<file path="src/rtl/vliw_disp_pkg.sv">
package vliw_disp_pkg;
    parameter int unsigned NSLOT   = 8;
    parameter int unsigned WORD_W  = 32;
    parameter int unsigned CHAIN_B = 0;
    localparam int unsigned IDX_W  = $clog2(NSLOT);
    localparam int unsigned PKT_W  = NSLOT * WORD_W;

    typedef struct packed {
        logic               held;
        logic [IDX_W-1:0]   start;
        logic [PKT_W-1:0]   words;
    } disp_state_t;
endpackage

</file>
<file path="src/rtl/ep_end_finder.sv">
module ep_end_finder #(
    parameter int unsigned N     = 8,
    parameter int unsigned IDX_W = $clog2(N)
) (
    input  logic [N-1:0]     chain,
    input  logic [IDX_W-1:0] start,
    output logic [IDX_W-1:0] last
);
    logic found;

    always_comb begin
        last  = IDX_W'(N - 1);
        found = 1'b0;
        for (int i = 0; i < N; i++) begin
            if (!found && (IDX_W'(i) >= start) && !chain[i]) begin
                last  = IDX_W'(i);
                found = 1'b1;
            end
        end
    end
endmodule

</file>
<file path="src/rtl/ep_slot_mask.sv">
module ep_slot_mask #(
    parameter int unsigned N     = 8,
    parameter int unsigned IDX_W = $clog2(N)
) (
    input  logic             enable,
    input  logic [IDX_W-1:0] start,
    input  logic [IDX_W-1:0] last,
    output logic [N-1:0]     mask
);
    for (genvar i = 0; i < N; i++) begin : g_bit
        assign mask[i] = enable && (IDX_W'(i) >= start) && (IDX_W'(i) <= last);
    end
endmodule

</file>
<file path="src/rtl/vliw_ep_dispatch.sv">
module vliw_ep_dispatch
    import vliw_disp_pkg::*;
#(
    parameter int unsigned N = NSLOT,
    parameter int unsigned W = WORD_W
) (
    input  logic           clk,
    input  logic           rst,
    input  logic           fp_valid,
    input  logic [N*W-1:0] fp_data,
    output logic           fp_ready,
    output logic           fetch_stall,
    output logic [N-1:0]   slot_valid,
    output logic [N*W-1:0] slot_data
);
    disp_state_t state_d, state_q;

    logic [N-1:0]     chain;
    logic [IDX_W-1:0] last_idx;
    logic [N-1:0]     group_mask;
    logic             is_final;

    // Chaining flag per slot; the top slot always terminates its group.
    for (genvar i = 0; i < N; i++) begin : g_chain
        if (i == N - 1) begin : g_top
            assign chain[i] = 1'b0;
        end else begin : g_low
            assign chain[i] = state_q.words[i*W + CHAIN_B];
        end
    end

    ep_end_finder #(.N(N), .IDX_W(IDX_W)) u_end (
        .chain (chain),
        .start (state_q.start),
        .last  (last_idx)
    );

    ep_slot_mask #(.N(N), .IDX_W(IDX_W)) u_mask (
        .enable (state_q.held),
        .start  (state_q.start),
        .last   (last_idx),
        .mask   (group_mask)
    );

    assign is_final    = (last_idx == IDX_W'(N - 1));
    assign fetch_stall = state_q.held && !is_final;
    assign fp_ready    = !fetch_stall;
    assign slot_valid  = group_mask;

    for (genvar i = 0; i < N; i++) begin : g_out
        assign slot_data[i*W +: W] = group_mask[i] ? state_q.words[i*W +: W] : '0;
    end

    always_comb begin
        state_d = state_q;
        if (state_q.held) begin
            if (is_final) begin
                state_d.held = 1'b0;
            end else begin
                state_d.start = last_idx + 1'b1;
            end
        end
        if (fp_valid && fp_ready) begin
            state_d.held  = 1'b1;
            state_d.start = '0;
            state_d.words = fp_data;
        end
    end

    always_ff @(posedge clk) begin
        if (rst) begin
            state_q <= '0;
        end else begin
            state_q <= state_d;
        end
    end
endmodule

</file>
<file path="config.mk">
export PLATFORM = sky130hd
export DESIGN_NAME = vliw_ep_dispatch
export DESIGN_NICKNAME = d
export VERILOG_FILES = /design/src/rtl/vliw_disp_pkg.sv /design/src/rtl/ep_end_finder.sv /design/src/rtl/ep_slot_mask.sv /design/src/rtl/vliw_ep_dispatch.sv
export SDC_FILE = /design/constraint.sdc
export NUM_CORES = 1
export LEC_CHECK = 0
export CAP_MARGIN = 5
export CORE_ASPECT_RATIO = 0.8
export CORE_MARGIN = 2
export CORE_UTILIZATION = 29
export DETAILED_ROUTE_END_ITERATION = 8
export DONT_BUFFER_PORTS = 1
export MAX_ROUTING_LAYER = met4
export SETUP_SLACK_MARGIN = 0.05
export SLEW_MARGIN = 15
export SYNTH_ARGS = -nofsm -noshare
export SYNTH_HDL_FRONTEND = slang
export SYNTH_HIERARCHICAL = 1
export SYNTH_SLANG_ARGS = --single-unit
</file>
<file path="constraint.sdc">
create_clock -name clk -period 3.5 [get_ports clk]
set_clock_uncertainty 0.2 [all_clocks]
set_input_delay 0.7 -clock clk [delete_from_list [all_inputs] [get_ports clk]]
set_output_delay 0.7 -clock clk [all_outputs]
set_load 0.02 [all_outputs]
</file>
# After elaboration in Yosys (flattened, before gate mapping)
# Cells that the tools add are included.
# word_totals
output_inout_bits	266
regBits	260
wordCells	99
# classes
muxes	27
magnitude_cmp	16
n_reduce_logical	50
addsub	1
n_eq_ne	1
bitwise	1
# ops
cell	n
260-bit 2-to-1 mux	1
32-bit 2-to-1 mux	8
1-bit logical AND	32
3-bit 2-to-1 mux	9
1-bit logical NOT	16
3-bit >= comparator, first input constant	4
3-bit <= comparator, first input constant	4
1-bit 2-to-1 mux	8
1-bit by 3-bit >= comparator with 1-bit output, first input constant	2
2-bit by 3-bit >= comparator with 1-bit output, first input constant	2
1-bit by 3-bit <= comparator with 1-bit output, first input constant	2
2-bit by 3-bit <= comparator with 1-bit output, first input constant	2
4-bit 2-to-1 mux	1
3-bit by 1-bit adder with 3-bit output, second input constant	1
3-bit == test, second input constant	1
2-bit AND reduction	1
2-bit OR reduction	1
1-bit NOT	1

# Logic depth before layout (Yosys ltp)
# Gate-level depths: netlist of run 1.
# logic_depth
ltp_word	36
depth_mapped	13
mapped_depth_nobuf	10

# Cells and area by module
# The synthesis of run 1 kept the hierarchy.
# modules_own_cells
mod	cells_each	instances	area_per_inst_um2
vliw_ep_dispatch	1467	1	11627.4
ep_end_finder	18	1	123.9
ep_slot_mask	16	1	91.3

# Least setup slack after synthesis of run 1
# Ideal clock, no wire load.
# synth_path
kind	register to output
startpoint	register state_q[256] in the netlist's numbering
endpoint	output slot_data[33]
arrival_time_ns	2.565
slack_ns	0.035
n_path_buf	1
stages_incl_launch_ff	9
cell_sequence	dfxtp_1 > and2_1 > o22ai_1 > mux2_4 > a2bb2oi_1 > inv_1 > a211oi_1 > clkbuf_1 > and2_1
# synth_via
elab_chain_cells	33
word_cells_on_any_way	48
# synth_rtl
element	line	text
start: declaration	vliw_ep_dispatch.sv:16	disp_state_t state_d, state_q;
start signal: assignment	vliw_ep_dispatch.sv:74	state_q <= state_d;
1-bit by 3-bit >= comparator with 1-bit output	ep_end_finder.sv:15	if (!found && (IDX_W'(i) >= start) && !chain[i]) begin
1-bit logical AND	ep_end_finder.sv:15	
1-bit 2-to-1 mux	ep_end_finder.sv:15	
1-bit logical NOT	ep_end_finder.sv:15	
1-bit logical AND (2 in a row)	ep_end_finder.sv:15	
1-bit 2-to-1 mux	ep_end_finder.sv:15	
1-bit logical NOT	ep_end_finder.sv:15	
1-bit logical AND (2 in a row)	ep_end_finder.sv:15	
[17 not listed]	-	
1-bit logical NOT	ep_end_finder.sv:15	
1-bit logical AND	ep_end_finder.sv:15	
3-bit 2-to-1 mux *	ep_end_finder.sv:15	
net last_idx[0]	vliw_ep_dispatch.sv:19	logic [IDX_W-1:0] last_idx;
1-bit by 3-bit <= comparator with 1-bit output *	ep_slot_mask.sv:11	assign mask[i] = enable && (IDX_W'(i) >= start) && (IDX_W'(i) <= last);
1-bit logical AND *	ep_slot_mask.sv:11	
net slot_valid[1]	vliw_ep_dispatch.sv:13	output logic [N-1:0] slot_valid,
32-bit 2-to-1 mux *	vliw_ep_dispatch.sv:51	assign slot_data[i*W +: W] = group_mask[i] ? state_q.words[i*W +: W] : '0;
end: declaration	vliw_ep_dispatch.sv:14	output logic [N*W-1:0] slot_data
# The timed path passes the listed nets; every way through them passes the cells marked *.

# Worst setup path in the final report of run 1
# layout_path
startpoint	register state_q[256] in the netlist's numbering
endpoint	output slot_data[185]
# layout_via
elab_chain_cells	33
word_cells_on_any_way	48
# layout_rtl
element	line
1-bit by 3-bit >= comparator with 1-bit output	ep_end_finder.sv:15
1-bit logical AND	ep_end_finder.sv:15
1-bit 2-to-1 mux	ep_end_finder.sv:15
1-bit logical NOT	ep_end_finder.sv:15
1-bit logical AND (2 in a row)	ep_end_finder.sv:15
1-bit 2-to-1 mux	ep_end_finder.sv:15
1-bit logical NOT	ep_end_finder.sv:15
1-bit logical AND (2 in a row)	ep_end_finder.sv:15
[16 not listed]	-
1-bit 2-to-1 mux	ep_end_finder.sv:15
1-bit logical NOT	ep_end_finder.sv:15
1-bit logical AND	ep_end_finder.sv:15
3-bit 2-to-1 mux *	ep_end_finder.sv:15
net last_idx[0]	vliw_ep_dispatch.sv:19
3-bit <= comparator *	ep_slot_mask.sv:11
1-bit logical AND *	ep_slot_mask.sv:11
32-bit 2-to-1 mux *	vliw_ep_dispatch.sv:51
# Marked as above.

==> out/metrics.cfg, run 1 <==
[yosys]
yosys_warnings=6
syn_area_sq_um=11800
syn_nets=1761
synth_area_per_cell_sq_um=7.89
synth_cells=1500

[drt]
first_iter_violations=835
drc=0
wl_per_cell_um=20.3
wl_mm=40.3
via_per_inst=5.50
first_pass_iters=5
ant_nets=0
vias=10900

[power]
power.total_w=0.00672
seqPwrFrac=0.480
p_sw_w=0.00173
powerDensity_nw_per_um2=487
p_leak_nw=4.89
comb_power_share=0.104
ir_worst_vdd_uv=321
sw_frac_of_total=0.257
p_clk_frac=0.416
p_int_w=0.00500

[die]
initial_core_util=0.293
ios=525
die_h_um=185
dieArea_sq_um=42500
die_x_um=230
rows=66
core_area_sq_um=40500

[clocking]
clockBufferDepth=3
clk_latency_ns=0.55
numCtsBuffers=27
cts_tree=done
cts.sinks=260
root_buffer=clkbuf_16
path_clk_slew_ns=0.06
cts_max_level=1

[sta]
worst_pin_slew_ns=1.19
rsz0062_at_grt=yes
fin_crit_ns=3.47
drv_slew=0
hold_viol=0
relSlewSlack=0.208
setup_viol=0
fin_setup_tns_ns=0
fmax_ghz=0.288
min_period_over_period=0.991

[place]
hpwl_mm=24.4
port_buffers=0
dp_cells=1907
postPlaceCellArea_sq_um=12100
gp_congestion=0.846

[min_path]
worstHoldStart=rst
whs_path_depth=1
hold_path.class=in -> reg

[global_routing]
antenna_found_initial=1
grt_overflow_total=0
grt_max_degree=258
grt_pass1_vias=10100
grt_first_pass_wirelength_mm=58.6
track_usage=0.176

[setup_path]
critPathMaxStageDelay_ns=0.39
cp.arrival_ns=2.57
cp_max_fo=8
critPathLaunchType=flop
startpoint=state_q[256]
r2r-start=state_q[257]
end_kind=output port
worstPathRequired_ns=2.60
path_cells=and2_4, o22ai_2, mux2_4, a2bb2oi_4, buf_6, nor2_4, a211oi_4, buf_6, clkbuf_16, and2_4
r2r_cells=11
critPathSlowestCell=dfxtp_4
worst-setup-path-type=reg -> out

[final_layout]
drive_gt1_frac=0.205
nets=1681
final_cells=1982
area_growth_pct=16.7
stdcell_area_sq_um=13800

[outcome]
status=completed

[job]
max_cap_violations=0

flip-flops by register name, indices dropped and copies added, names as in the netlist:
register	cells
chain	7
state_q	253
layer usage:
metal  up-vias  track usage  part of all wire
met5         -            -                 0
met3        96       0.0396             0.076
met2       488        0.282              0.48
met4         0       0.0575             0.033
met1      5271        0.219              0.41
li1       5039            -                 -
cell type report:
class | instances | area [sq um]
Antenna cell | 1 | 2.50
Clock buffer | 43 | 826
Clock inverter | 3 | 22.5
Fill cell | 4219 | 26700
Inverter | 5 | 31.3
Multi-Input combinational cell | 1068 | 6220
Sequential cell | 260 | 5220
Tap cell | 544 | 681
Timing Repair Buffer | 58 | 810
stage by stage:
step	hold slack, ns	util	worst slack [ns]
floorplan	0.249	-	0.0816
global placement	0.251	0.298	0.372
detailed placement	0.256	0.298	0.279
CTS	0.00319	0.331	0.0257
global route	0.00768	0.341	-0.0706
finish	0.0497	0.341	0.0324
power groups by stage:
stage	Clock, W	Sequential, W	Combinational [W]
global placement	0	0.00328	0.000578
CTS	0.00289	0.00322	0.000644
finish	0.00280	0.00323	0.000696
floorplan	0	0.00324	0.000562
detailed placement	0	0.00328	0.000598
global route	0.00302	0.00324	0.000767
path summary, 6_finish.rpt:
kind	end	slack (ns)
min reg2reg	state_q[3]	0.27
max	slot_data[185]	0.03
max reg2reg	state_q[105]	0.32
min	state_q[3]	0.05
cell usage in the layout, fill, tap and decap left out, types with 2 or more instances in the layout:
cell / instances
buf_4: 24
nand2_1: 4
and2_2: 66
clkbuf_1: 7
a211oi_4: 3
and2_4: 99
ha_1: 2
a21oi_1: 261
and2_1: 92
nor2_2: 4
nor2_4: 3
o21ai_0: 67
nand3_1: 259
clkinv_4: 2
dfxtp_4: 2
buf_6: 9
o21ai_1: 189
nor3_2: 2
dlygate4sd3_1: 2
buf_16: 2
nand2b_4: 2
dfxtp_1: 254
dfxtp_2: 4
o21a_1: 2
clkbuf_16: 32
buf_12: 14
clkbuf_8: 9
inv_2: 2
critical path: cells and delay by family, from the launching register on:
| family | cells | cell delay, ns |
|---|---|---|
| buffers and inverters | 3 | 0.52 |
| AOI/OAI and AO/OA | 3 | 0.45 |
| DFF | 1 | 0.39 |
| and+or+nand+nor | 3 | 0.37 |
| muxes | 1 | 0.28 |
repair_timing:
action                     4_1_cts  5_1_grt
setup buffers                   11        5
setup endpoints to repair      231      186
pin swaps                        3       26
hold endpoints to repair         4        0
gates cloned                     4        6
gates resized for setup        145      165
hold buffers                     2        0
No activity file was read; power rests on OpenSTA's default activity.
==> run 2, diff against run 1 <==
CORE_AREA = 2 2 204 206   (was default)
CORE_ASPECT_RATIO = default   (was 0.8)
CORE_MARGIN = default   (was 2)
CORE_UTILIZATION = default   (was 29)
DIE_AREA = 0 0 206 208   (was default)
==> run 2 against run 1 <==
Via count shrank 0.60%. Fmax rose by 0.85%. Global-route usage about the same. Combinational power rose by 0.7%. Utilization is 0.48 points lower. Worst hold slack worse by 0.032 ns. Critical endpoint is now slot_data[190].
==> out/metrics.cfg, run 2 (synthesis results as in run 1) <==
[place]
port_buffers=0  ; unchanged
postPlaceCellArea_sq_um=12100  ; about the same
post-place-ws_ns=0.164  ; was 0.279 ns
gp_congestion=0.823  ; was 0.846
dp_cells=1902  ; was 1,907
hpwl_mm=25.0  ; was 24.4 mm

[final_layout]
final_cells=1975  ; was 1,982
largest_reg_flops=253  ; unchanged
regMostFlops=state_q  ; unchanged
most-common-layout-cells=261 x a21oi_1, 259 x nand3_1, 255 x dfxtp_1, 189 x o21ai_1, 123 x and2_2  ; was 261 x a21oi_1, 259 x nand3_1, 254 x dfxtp_1, 189 x o21ai_1, 99 x and2_4
fillers=4205  ; was 4,219
area_growth_pct=15.3  ; was 16.7%
nets=1686  ; was 1,681
final_common_cell=a21oi_1  ; unchanged
final_util=0.337  ; was 0.341
drive_gt1_frac=0.224  ; was 0.205
stdcell_area_sq_um=13600  ; was 13,800 sq um

[sta]
setup_viol=0  ; unchanged
hold_ws_ns=0.0179  ; was 0.0497 ns
hold_viol=0  ; unchanged
setup_ws_ns=0.0616  ; was 0.0324 ns
drv_slew=0  ; unchanged
worst_pin_slew_ns=0.984  ; was 1.19 ns
fmax_ghz=0.291  ; was 0.288 GHz
relSlewSlack=0.344  ; was 0.208
fin_crit_ns=3.44  ; was 3.47 ns
min_period_over_period=0.982  ; was 0.991
rsz0062_at_grt=yes  ; unchanged

[setup_path]
cp.arrival_ns=2.54  ; was 2.57 ns
critPathSlowestCell=dfxtp_4  ; unchanged
critPathMaxStageDelay_ns=0.38  ; was 0.39 ns
cp_num_buf_inv=2  ; was 3
worst-setup-path-type=reg -> out  ; unchanged
path_cells=o21a_1, nor3_4, nor2_2, a2bb2oi_4, buf_6, nor2_1, a211oi_4, buf_12, and2_2  ; was and2_4, o22ai_2, mux2_4, a2bb2oi_4, buf_6, nor2_4, a211oi_4, buf_6, clkbuf_16, and2_4
end_kind=output port  ; unchanged
worstPathRequired_ns=2.60  ; about the same
critPathLaunchType=flop  ; unchanged
path_delay_family=compound AO/OA/AOI/OAI gates  ; was buffers and inverters
cp_max_fo=33  ; was 8

[clocking]
cts_tree=done  ; unchanged
cts_max_level=1  ; unchanged
path_clk_slew_ns=0.06  ; about the same
postCtsHoldBufs=0  ; was 2
clockBufferDepth=3  ; unchanged
clk_latency_ns=0.55  ; about the same
cts.sinks=260  ; unchanged
root_buffer=clkbuf_16  ; unchanged
numCtsBuffers=27  ; unchanged

[die]
ios=525  ; unchanged
rows=74  ; was 66
dieArea_sq_um=42800  ; was 42,500 sq um
die_h_um=208  ; was 185 um
core_area_sq_um=40600  ; was 40,500 sq um
die_x_um=206  ; was 230 um
initial_core_util=0.292  ; was 0.293

[min_path]
hold_path.class=in -> reg  ; unchanged

[power]
p_leak_nw=4.86  ; was 4.89 nW
powerDensity_nw_per_um2=482  ; was 487 nW/um^2
ir_worst_vdd_uv=396  ; was 321 uV

[drt]
drc=0  ; unchanged
vias=10800  ; was 10,900
wl_per_cell_um=20.4  ; was 20.3 um
first_iter_violations=1161  ; was 835
via_per_inst=5.48  ; was 5.50
ant_nets=0  ; unchanged
first_pass_iters=7  ; was 5
wl_mm=40.3  ; about the same

[global_routing]
grt_first_pass_wirelength_mm=58.7  ; was 58.6 mm
grt_max_degree=261  ; was 258
grt_pass1_vias=10000  ; was 10,100
track_usage=0.176  ; about the same
grt_overflow_total=0  ; unchanged
antenna_found_initial=2  ; was 1

[outcome]
status=completed  ; unchanged

[job]
max_cap_violations=0  ; unchanged

-- run 2: what timing repair did --
action	CTS	global route
gates cloned	7	2
resized for setup	126	182
pin swaps	4	5
endpoints found under the setup margin	230	195
hold endpoints to repair	0	0
buffers inserted	9	8
-- run 2: cell type report --
cell class | instances | area (sq um) | area share
multi-input cells | 1068 | 6190 | 0.454
flip-flops and latches | 260 | 5220 | 0.382
clock buffers | 42 | 772 | 0.0566
repair buffers | 60 | 707 | 0.0518
well taps | 532 | 666 | 0.0488
inverters | 5 | 40.0 | 0.00293
repair inverters | 3 | 26.3 | 0.00193
clock inverters | 4 | 23.8 | 0.00174
diodes | 1 | 2.50 | 0.000183
-- run 2: worst paths after layout --
kind,start,cells past startpoint,slack (ns),endpoint
worst max-delay path,state_q[256],9,0.06,slot_data[190]
worst max register to register,state_q[256],13,0.52,state_q[80]
worst min register to register,state_q[17],2,0.27,state_q[17]
worst min-delay path,rst,1,0.02,state_q[7]
-- run 2: layer usage --
metal	track usage	up-vias	wire [um]
li1	-	5064	-
met1	0.217	5170	16300
met2	0.292	519	19900
met3	0.0274	76	2960
met4	0.0576	0	1170
met5	-	-	0
-- run 2: worst register-to-register path: cells and delay by family (launching register included) --
kind | cells | cell delay [ns]
buffers and inverters | 4 | 0.81
AO/OA/AOI/OAI | 4 | 0.64
AND/OR/NAND/NOR | 3 | 0.58
flip-flops | 1 | 0.38
adder cells (fa/ha/maj) | 2 | 0.30
-- run 2: report_power, final --
| part | switching (W) | total, W | internal (W) | leakage, nW |
|---|---|---|---|---|
| clock network | 0.00114 | 0.00264 | 0.00150 | 0.391 |
| registers | 0.0000994 | 0.00323 | 0.00313 | 2.13 |
| logic | 0.000431 | 0.000701 | 0.000270 | 2.34 |
-- run 2: per-stage QoR --
stage / total power, W / setup TNS [ns]
finish: 0.00657 / 0
global route: 0.00684 / -0.270
CTS: 0.00659 / 0
detailed placement: 0.00388 / 0
global placement: 0.00386 / 0
floorplan: 0.00380 / 0
==> run 3, diff against run 2 <==
--- a/constraint.sdc
+++ b/constraint.sdc
@@ -4,2 +4,2 @@
 set_output_delay 0.7 -clock clk [all_outputs]
-set_load 0.02 [all_outputs]
+set_load 0.01 [all_outputs]
==> run 3 against run 2 <==
Sequential power barely moved. Utilization fell by 0.29 points. Combinational power fell by 6.4%. Clock power rose by 11%. Sequential cell count did not move. Fmax rose by 2.1%. First-iteration DRC count fell by 14%. Cell area fell by 0.87%. Critical path type unchanged. Setup slack improved by 0.070 ns.
==> out/metrics.cfg, run 3 (synthesis results as in run 1) <==
[die]
core_area_sq_um=40600  ; unchanged
initial_core_util=0.292  ; unchanged
rows=74  ; unchanged
die_x_um=206  ; unchanged
ios=525  ; unchanged
die_h_um=208  ; unchanged
dieArea_sq_um=42800  ; unchanged

[clocking]
cts.sinks=260  ; unchanged
clockBufferDepth=3  ; unchanged
root_buffer=clkbuf_16  ; unchanged
cts_max_level=1  ; unchanged
cts_tree=done  ; unchanged
path_clk_slew_ns=0.06  ; about the same
clk_latency_ns=0.55  ; about the same
numCtsBuffers=29  ; was 27

[sta]
worst_pin_slew_ns=1.09  ; was 0.984 ns
fin_crit_ns=3.37  ; was 3.44 ns
fmax_ghz=0.297  ; was 0.291 GHz
hold_viol=0  ; unchanged
min_period_over_period=0.962  ; was 0.982
relSlewSlack=0.272  ; was 0.344
rsz0062_at_grt=yes  ; unchanged
fin_setup_tns_ns=0  ; unchanged
drv_slew=0  ; unchanged
setup_viol=0  ; unchanged

[place]
port_buffers=0  ; unchanged
postPlaceCellArea_sq_um=12200  ; was 12,100 sq um
gp_congestion=0.852  ; was 0.823
hpwl_mm=25.5  ; was 25.0 mm

[drt]
first_pass_iters=5  ; was 7
wl_mm=39.5  ; was 40.3 mm
ant_nets=0  ; unchanged
vias=10800  ; about the same
wl_per_cell_um=19.9  ; was 20.4 um
via_per_inst=5.44  ; was 5.48
first_iter_violations=1004  ; was 1,161
drc=0  ; unchanged

[global_routing]
grt_first_pass_wirelength_mm=58.1  ; was 58.7 mm
track_usage=0.174  ; was 0.176
grt_pass1_vias=10100  ; was 10,000
antenna_found_initial=3  ; was 2
grt_max_degree=258  ; was 261
grt_overflow_total=0  ; unchanged

[min_path]
hold_path.class=in -> reg  ; unchanged
worstHoldStart=rst  ; unchanged

[power]
ir_worst_vdd_uv=300  ; was 396 uV
p_leak_nw=4.78  ; was 4.86 nW
p_int_w=0.00510  ; was 0.00490 W
p_sw_w=0.00171  ; was 0.00167 W
comb_power_share=0.096  ; was 0.107
seqPwrFrac=0.473  ; was 0.491
power.total_w=0.00681  ; was 0.00657 W
p_clk_frac=0.431  ; was 0.402
sw_frac_of_total=0.252  ; was 0.255
powerDensity_nw_per_um2=504  ; was 482 nW/um^2

[final_layout]
regMostFlops=state_q  ; unchanged
fillers=4246  ; was 4,205
final_common_cell=a21oi_1  ; unchanged
final-seq-area_sq_um=5220  ; unchanged
area_growth_pct=14.3  ; was 15.3%
largest_reg_flops=253  ; unchanged
drive_gt1_frac=0.121  ; was 0.224
multi_input_area_sq_um=5950  ; was 6190 sq um
stdcell_area_sq_um=13500  ; was 13,600 sq um
nets=1691  ; was 1,686
most-common-layout-cells=261 x a21oi_1, 259 x nand3_1, 255 x dfxtp_1, 222 x and2_1, 189 x o21ai_1  ; was 261 x a21oi_1, 259 x nand3_1, 255 x dfxtp_1, 189 x o21ai_1, 123 x and2_2

[job]
max_cap_violations=0  ; unchanged

[setup_path]
critPathLaunchType=flop  ; unchanged
worst-setup-path-type=reg -> out  ; unchanged
end_kind=output port  ; unchanged
r2r-start=state_q[256]  ; unchanged
cp.arrival_ns=2.47  ; was 2.54 ns
cp_max_fo=9  ; was 33
worstPathRequired_ns=2.60  ; about the same
startpoint=state_q[256]  ; unchanged

[outcome]
status=completed  ; unchanged

[run 3: changes by cell type in the layout (fill, tap and decap cells not counted), sizes merged, moves of 2 or more]
cell / previous run / this run
clkbuf: 43 / 40
bufbuf: 2 / 0
buf: 57 / 65
clkinv: 4 / 7
[run 3: per-stage QoR]
| stage | hold slack (ns) | utilization | cells | setup WS, ns |
|---|---|---|---|---|
| 2_1_floorplan | 0.249 | - | 1500 | 0.312 |
| 3_3_place_gp | 0.251 | 0.301 | 1913 | 0.265 |
| 3_5_place_dp | 0.258 | 0.301 | 1913 | 0.225 |
| 4_1_cts | 0.00116 | 0.329 | 1977 | 0.0633 |
| 5_1_grt | 0.00274 | 0.334 | 1983 | 0.0137 |
| 6_report | 0.0114 | 0.334 | 1983 | 0.132 |
[run 3: final timing paths]
| check | slack, ns | endpoint | cells after the start |
|---|---|---|---|
| worst max register to register | 0.49 | state_q[110] | 12 |
| worst max-delay path | 0.13 | slot_data[32] | 10 |
| worst min-delay path | 0.01 | state_q[249] | 1 |
| worst min register to register | 0.27 | state_q[8] | 2 |
[run 3: worst max-delay path, cell delays in order, from the launching register on]
cell and delay [ns]:
dfxtp_4 0.37, a21o_2 0.23, a21oi_4 0.17, a221oi_2 0.05
nor2_2 0.17, buf_6 0.15, nor2_4 0.05, a211oi_4 0.20
buf_6 0.17, buf_6 0.14, and2_1 0.20
[run 3: routing by layer]
metal	up-vias	global-route usage	routed length, um
met3	85	0.0331	2850
met1	5164	0.204	15700
met5	-	-	0
met4	0	0.0682	1320
li1	5062	-	-
met2	474	0.293	19600
[run 3: power by group through the flow]
| stage | logic, W | clock network, W | registers, W |
|---|---|---|---|
| floorplan | 0.000541 | 0 | 0.00324 |
| global placement | 0.000572 | 0 | 0.00327 |
| detailed placement | 0.000589 | 0 | 0.00328 |
| CTS | 0.000632 | 0.00300 | 0.00322 |
| global route | 0.000725 | 0.00314 | 0.00323 |
| finish | 0.000656 | 0.00294 | 0.00322 |
[run 3: area by class of cell]
cell class                 instances  share of cell area
multi-input combinational       1068               0.440
sequential                       260               0.386
clock buffer                      40              0.0611
timing repair buffer              66              0.0548
tap                              532              0.0492
clock inverter                    10             0.00629
inverter                           5             0.00250
antenna                            2            0.000370
[run 3: repair_timing]
| action | CTS | global route |
|---|---|---|
| pin swaps | 2 | 2 |
| hold buffers | 1 | 0 |
| hold endpoints to repair | 21 | 0 |
| setup endpoints to repair | 200 | 164 |
| resized for setup | 33 | 45 |
| buffers inserted | 9 | 4 |
| gates cloned | 4 | 0 |
